**config.mk**
```make
export PLATFORM = sky130hd
export DESIGN_NAME = sub_bass_path
export DESIGN_NICKNAME = d
export VERILOG_FILES = /design/src/rtl/sbp_pkg.sv /design/src/rtl/sbp_bass_sum.sv /design/src/rtl/sbp_vol_sat.sv /design/src/rtl/sub_bass_path.sv
export SDC_FILE = /design/constraint.sdc
export NUM_CORES = 2
export LEC_CHECK = 0
export ABC_AREA = 0
export ABC_CLOCK_PERIOD_IN_PS = 8100
export BUFFER_PORTS_ARGS = -buffer_cell sky130_fd_sc_hd__buf_4
export CORE_ASPECT_RATIO = 1.25
export CORE_MARGIN = 2
export CORE_UTILIZATION = 50
export CTS_CLUSTER_SIZE = 20
export DETAILED_ROUTE_END_ITERATION = 12
export PLACE_DENSITY = 0.73
export SLEW_MARGIN = 20
export SYNTH_ARGS = -nofsm -noshare
export SYNTH_HDL_FRONTEND = slang
export SYNTH_SLANG_ARGS = --single-unit
```
**constraint.sdc**
```tcl
create_clock -name clk_i -period 8.1 [get_ports clk_i]
set_input_delay 1.62 -clock clk_i [delete_from_list [all_inputs] [get_ports clk_i]]
set_output_delay 1.62 -clock clk_i [all_outputs]
set_load 0.01 [all_outputs]
```
**src/rtl/sbp_pkg.sv**
```systemverilog
package sbp_pkg;
  localparam int unsigned SBP_DATA_W = 24;
  localparam int unsigned SBP_COEF_W = 26;
  localparam int unsigned SBP_FRAC_W = 23;
  localparam int unsigned SBP_NUM_MAIN = 5;
  // +10 dB in signed 3.23
  localparam logic [SBP_COEF_W-1:0] SBP_BOOST = 26'h194C583;
endpackage

```
**src/rtl/sbp_bass_sum.sv**
```systemverilog
module sbp_bass_sum #(
  parameter int unsigned DATA_W   = 24,
  parameter int unsigned COEF_W   = 26,
  parameter int unsigned FRAC_W   = 23,
  parameter int unsigned NUM_MAIN = 5,
  parameter int unsigned ACC_W    = 30,
  parameter logic [COEF_W-1:0] BOOST = '0
) (
  input  logic [NUM_MAIN:0][DATA_W-1:0] ch_i,
  output logic signed [ACC_W-1:0]       sum_o
);
  localparam int unsigned PW = DATA_W + COEF_W;

  logic signed [PW-1:0]    boost_prod;
  logic signed [ACC_W-1:0] part [NUM_MAIN+1];

  assign boost_prod = $signed(ch_i[NUM_MAIN]) * $signed(BOOST);
  assign part[0]    = ACC_W'(boost_prod >>> FRAC_W);

  for (genvar g = 0; g < NUM_MAIN; g++) begin : g_main
    assign part[g+1] = part[g] + ACC_W'($signed(ch_i[g]));
  end

  assign sum_o = part[NUM_MAIN];
endmodule

```
**src/rtl/sbp_vol_sat.sv**
```systemverilog
module sbp_vol_sat #(
  parameter int unsigned DATA_W = 24,
  parameter int unsigned COEF_W = 26,
  parameter int unsigned FRAC_W = 23,
  parameter int unsigned ACC_W  = 30
) (
  input  logic signed [ACC_W-1:0]  acc_i,
  input  logic signed [COEF_W-1:0] vol_i,
  output logic signed [DATA_W-1:0] smp_o
);
  localparam int unsigned PW = ACC_W + COEF_W;
  localparam logic signed [PW-1:0] MAX_V = {{(PW-DATA_W+1){1'b0}}, {(DATA_W-1){1'b1}}};
  localparam logic signed [PW-1:0] MIN_V = {{(PW-DATA_W+1){1'b1}}, {(DATA_W-1){1'b0}}};

  logic signed [PW-1:0] prod;
  logic signed [PW-1:0] scaled;

  assign prod   = acc_i * vol_i;
  assign scaled = prod >>> FRAC_W;

  always_comb begin
    if (scaled > MAX_V)      smp_o = DATA_W'(MAX_V);
    else if (scaled < MIN_V) smp_o = DATA_W'(MIN_V);
    else                     smp_o = DATA_W'(scaled);
  end
endmodule

```
**src/rtl/sub_bass_path.sv**
```systemverilog
module sub_bass_path
  import sbp_pkg::*;
#(
  parameter int unsigned DATA_W   = SBP_DATA_W,
  parameter int unsigned COEF_W   = SBP_COEF_W,
  parameter int unsigned FRAC_W   = SBP_FRAC_W,
  parameter int unsigned NUM_MAIN = SBP_NUM_MAIN,
  parameter logic [COEF_W-1:0] BOOST = SBP_BOOST
) (
  input  logic                          clk_i,
  input  logic                          rst_ni,
  input  logic                          strobe_i,
  input  logic [NUM_MAIN:0][DATA_W-1:0] ch_i,
  input  logic [DATA_W-1:0]             dmx_avg_i,
  input  logic                          src_sel_i,
  input  logic [COEF_W-1:0]             vol_i,
  output logic [DATA_W-1:0]             smp_o,
  output logic                          valid_o
);
  // headroom: boosted sub plus all mains at full scale
  localparam int unsigned ACC_W = DATA_W + COEF_W - FRAC_W + $clog2(NUM_MAIN + 1);

  logic signed [ACC_W-1:0]  bass_sum;
  logic signed [ACC_W-1:0]  pre_sel;
  logic signed [ACC_W-1:0]  acc_q;
  logic signed [COEF_W-1:0] vol_q;
  logic                     v1_q;
  logic signed [DATA_W-1:0] gained;
  logic [DATA_W-1:0]        smp_q;
  logic                     valid_q;

  sbp_bass_sum #(
    .DATA_W(DATA_W), .COEF_W(COEF_W), .FRAC_W(FRAC_W),
    .NUM_MAIN(NUM_MAIN), .ACC_W(ACC_W), .BOOST(BOOST)
  ) u_sum (
    .ch_i (ch_i),
    .sum_o(bass_sum)
  );

  assign pre_sel = src_sel_i ? ACC_W'($signed(dmx_avg_i)) : bass_sum;

  always_ff @(posedge clk_i or negedge rst_ni) begin
    if (!rst_ni) begin
      acc_q <= '0;
      vol_q <= '0;
      v1_q  <= 1'b0;
    end else begin
      v1_q <= strobe_i;
      if (strobe_i) begin
        acc_q <= pre_sel;
        vol_q <= $signed(vol_i);
      end
    end
  end

  sbp_vol_sat #(
    .DATA_W(DATA_W), .COEF_W(COEF_W), .FRAC_W(FRAC_W), .ACC_W(ACC_W)
  ) u_vol (
    .acc_i(acc_q),
    .vol_i(vol_q),
    .smp_o(gained)
  );

  always_ff @(posedge clk_i or negedge rst_ni) begin
    if (!rst_ni) begin
      smp_q   <= '0;
      valid_q <= 1'b0;
    end else begin
      valid_q <= v1_q;
      if (v1_q) smp_q <= gained;
    end
  end

  assign smp_o   = smp_q;
  assign valid_o = valid_q;
endmodule

```
Yosys cells after proc, flatten, opt, wreduce, memory -nomap -nowiden
Index checks and enable logic that the tools add are counted.
{ "word_totals": {"register_bits": 82, "out_inout_bits": 25, "elab_cells": 17} }
{ "classes": {"addsub": 5, "multipliers": 2, "order_cmp": 2, "n_mux": 3} }
{ "op_table": {"columns": ["op", "n"], "rows": [
  ["30-bit by 24-bit adder with 30-bit output", 3],
  ["30-bit by 26-bit multiplier with 56-bit output", 1],
  ["24-bit by 26-bit multiplier with 50-bit output (second input constant)", 1],
  ["24-bit 2-to-1 mux", 2],
  ["33-bit by 24-bit > comparator with 1-bit output (second input constant)", 1],
  ["33-bit by 24-bit < comparator with 1-bit output (second input constant)", 1],
  ["30-bit 2-to-1 mux", 1],
  ["28-bit by 24-bit adder with 29-bit output", 1],
  ["27-bit by 24-bit adder with 28-bit output", 1]
]} }

Depth between registers and ports, before layout
{ "logic_depth": {"depth_word": 7, "depth_mapped": 49} }

Hierarchy
Synthesis repeated with hierarchy kept, for this count alone.
{ "unflattened": {"hier_cells": 4771, "area_unflattened_um2": 45005.7} }
{ "modules_own_cells": {"columns": ["mod", "instances", "cells_each", "area_each_um2", "seq_area_each_um2"], "rows": [
  ["sbp_vol_sat", 1, 3118, 28049.4, 0.0],
  ["sbp_bass_sum", 1, 1414, 13389.1, 0.0],
  ["sub_bass_path", 1, 239, 3567.2, 2052.0]
]} }

Worst setup path after synthesis
No wires, ideal clock.
{ "synth_timing": {"kind": "input to register", "startpoint": "input ch_i[124] (netlist name)", "endpoint": "register acc_q[29]", "setup_ns": 0.144, "arrival_ns": 11.951, "slack_ns": -3.995, "path_stages": 44, "path_buffers": 0, "cell_sequence": "inv_1 ha_1 inv_1 fa_1 fa_1 fa_1 fa_1 fa_1 inv_1 fa_1 inv_1 ha_1 a211oi_1 o211ai_1 a311o_1 a41o_1 a21oi_1 xnor2_1 [8 not listed] o21a_1 o21a_1 o21ai_0 nand2b_1 a211oi_1 nor2_1 fa_1 ha_1 and3_1 nand4_1 o21ai_0 or3_1 o221a_2 o311a_1 a211oi_1 a21oi_1 xnor2_1 a31oi_1"} }
{ "synth_via": {"elab_chain_cells": 7} }
{ "synth_rtl": {"columns": ["item", "line", "rtl"], "rows": [
  ["start, declared", "sub_bass_path.sv:13", "input logic [NUM_MAIN:0][DATA_W-1:0] ch_i,"],
  ["24-bit by 26-bit multiplier with 50-bit output", "sbp_bass_sum.sv:17", "assign boost_prod = $signed(ch_i[NUM_MAIN]) * $signed(BOOST);"],
  ["27-bit by 24-bit adder with 28-bit output", "sbp_bass_sum.sv:21", "assign part[g+1] = part[g] + ACC_W'($signed(ch_i[g]));"],
  ["28-bit by 24-bit adder with 29-bit output", "sbp_bass_sum.sv:21", null],
  ["30-bit by 24-bit adder with 30-bit output (3 in a row)", "sbp_bass_sum.sv:21", null],
  ["30-bit 2-to-1 mux", "sub_bass_path.sv:40", "assign pre_sel = src_sel_i ? ACC_W'($signed(dmx_avg_i)) : bass_sum;"],
  ["end signal, assigned", "sub_bass_path.sv:50", "acc_q <= pre_sel;"],
  ["end, declared", "sub_bass_path.sv:25", "logic signed [ACC_W-1:0] acc_q;"]
]} }
Every way passes these cells.
A chain may end at the register's enable or synchronous reset.

Worst setup path after layout
Same ends and word-level chain as after synthesis.

==> results.toml <==
[outcome]
status = "complete, but fails checks"
violations = "setup timing"

[drt]
viasPerCell = 5.39
dr.pass1.iters = 6
vias = 34617
drc_errors = 0
detail-route-antenna-nets = 0
first_iter_violations = 2018
wl_per_cell_microns = 20.5
wl_microns = 132000

[yosys]
synth_area_sq_mm = 0.0436
ys_ff_latch = 82
ys_warn_count = 0
synth_area_leaders = "fa_1 (49%), ha_1 (14%), inv_1 (9.8%)"
postSynthCellCount = 4668
synth_top_area_share_pct = 48.6
synthDistinctLibCells = 73
syn_nets = 6397
synth_edf_count = 0
synth_commonest_cells = "inv_1 (1134), fa_1 (1059), nand2_1 (607)"
async_flop_share_pct = 100
synth_top_cell_by_area = "fa_1"
ys_seq_area_share_pct = 4.71
yosysMostFrequentCell = "inv_1"
yosys_most_used_dff = "dfrtp_1"
syn_avg_cell_area_sq_um = 9.34

[critical_path]
worstPathArrival_ps = 11830
cp_top_family = "adder cells"
critPathSlowestCell = "fa_2"
reg2reg_slack_ps = -50
startpoint_type = "input pin"
crit_path_end_kind = "register"
worst-path-buf-inv = 5
cpPeakStageDelay_ps = 550
cp.required_ps = 8350
worstPathMaxFanout = 4
cpMostUsedCell = "fa_2"
critical_path_class = "input pin to register"

[cts]
clock_latency_ps = 410
hold_buffers = 0
cts_tree = "done"
cts.sinks = 82
htreeDepth = 3
cts_made_buffers = 9
clk_path_buf_depth = 2
clk_pin_slew_worst_paths_ps = 70
root_buffer = "clkbuf_16"

[min_path]
hold_path.class = "register to register"

[sta]
setup_ws_ps = -3480
rsz0062_at_grt = "yes"
fin_crit_ps = 11580
clock.fmax_mhz = 86.3
skew_ps = 20.7
hold_viol = 0
setup_viol = 47
slew_headroom_pct = 47.0
period_share_pct = 143
maxSlewViolCount = 0
tightest_slew_ps = 795
holdWs_ps = 508

[global_route]
antenna_found_initial = 7
grt_first_pass_wirelength_microns = 209000
grt-ovfl-total = 0
track_usage_pct = 30.8
grt_pass1_vias = 38475
grt_max_degree = 54

[place]
dpl.hpwl_microns = 113000
port_buffers = 222
place_area_sq_mm = 0.0507
dp.cells = 6362
gp_congestion = 0.979

[die]
rows = 121
initial_core_util_pct = 50.2
pin_count = 223
die-area_sq_mm = 0.0896
fp.dieW_microns = 268
die_h_microns = 334
core_area_sq_mm = 0.0867

[final_layout]
final_cells = 6423
syn2layout_area_growth_pct = 19.4
drive_gt1_share_pct = 19.2
nets = 6976
postLayoutCellArea_sq_mm = 0.0520

[job]
maxCapViolations = 0
-- flip-flops by register name, indices dropped and copies added (netlist names) --
register,flops
vol_q,26
acc_q,30
v1_q,1
valid_o,1
smp_o,24
-- final cells by class --
type | instances | area, sq um
diodes | 3 | 7.51
clock buffers | 9 | 225
clock inverters | 7 | 86.3
fillers | 7362 | 34700
inverters | 1134 | 4270
multi-input cells | 3247 | 37600
flip-flops and latches | 82 | 2050
well taps | 1168 | 1460
repair buffers | 773 | 6330
-- layout by cell type, fill, tap and decap left out, drive strengths merged, types with 5 or more instances in the layout --
cell | synthesis | routed
a211o | 5 | 5
a211oi | 19 | 19
a21o | 51 | 51
a21oi | 144 | 144
a31oi | 10 | 10
and2 | 214 | 214
and3 | 13 | 13
buf | 5 | 773
clkbuf | 200 | 9
clkinv | 0 | 6
dfrtp | 82 | 82
fa | 1059 | 1059
ha | 472 | 472
inv | 1134 | 1135
mux2 | 28 | 28
nand2 | 608 | 608
nand2b | 44 | 44
nand3 | 26 | 26
nand4 | 20 | 20
nor2 | 115 | 115
nor2b | 16 | 16
nor3 | 23 | 23
o2111ai | 5 | 5
o211ai | 14 | 14
o21a | 19 | 19
o21ai | 99 | 99
o21bai | 12 | 12
o22ai | 25 | 25
o31a | 6 | 6
o31ai | 5 | 5
or3 | 8 | 8
xnor2 | 77 | 77
xor2 | 35 | 35
-- kinds of logic after synthesis --
group	count (synthesis)	share of synthesized area, %
mux	32	0.815
simple gates	1111	11.7
buf+inv	1339	11.6
fa+ha+maj	1531	62.2
compound gates	461	6.72
xor+xnor	112	2.25
flops	82	4.71
-- routing by layer --
| layer | part of all wire [%] | GRT usage, % | vias up |
|---|---|---|---|
| li1 | - | - | 15171 |
| met5 | 0.027 | 0 | - |
| met4 | 7.3 | 18.6 | 6 |
| met2 | 50 | 53.0 | 1382 |
| met3 | 7.0 | 5.42 | 471 |
| met1 | 35 | 35.5 | 17587 |
-- through the flow --
step | worst slack [ps] | util [%] | setup TNS (ps)
final | -3480 | 60.0 | -76650
after global routing | -3810 | 60.0 | -91040
after CTS | -3520 | 59.5 | -79670
after detailed placement | -4110 | 58.4 | -89430
after global placement | -3960 | 58.4 | -85240
after floorplan | -3260 | - | -60010
-- what timing repair did --
action | in CTS | in global routing
pin swaps | 74 | 98
gates resized for setup | 72 | 92
buffers inserted | 42 | 24
endpoints found under the setup margin | 52 | 53
-- final timing paths --
path,startpoint,to,cells after the start
setup / recovery,ch_i[124],acc_q[29],46
hold / removal,vol_q[23],vol_q[23],1
setup reg to reg,acc_q[19],smp_o[21],27
hold reg to reg,vol_q[23],vol_q[23],1
max in group asynchronous,rst_ni,acc_q[10],2
min in group asynchronous,rst_ni,vol_q[12],1
Power is left out: the tool's default activity adds up to more than one toggle a clock period on the data nets, which glitch-free logic cannot reach.
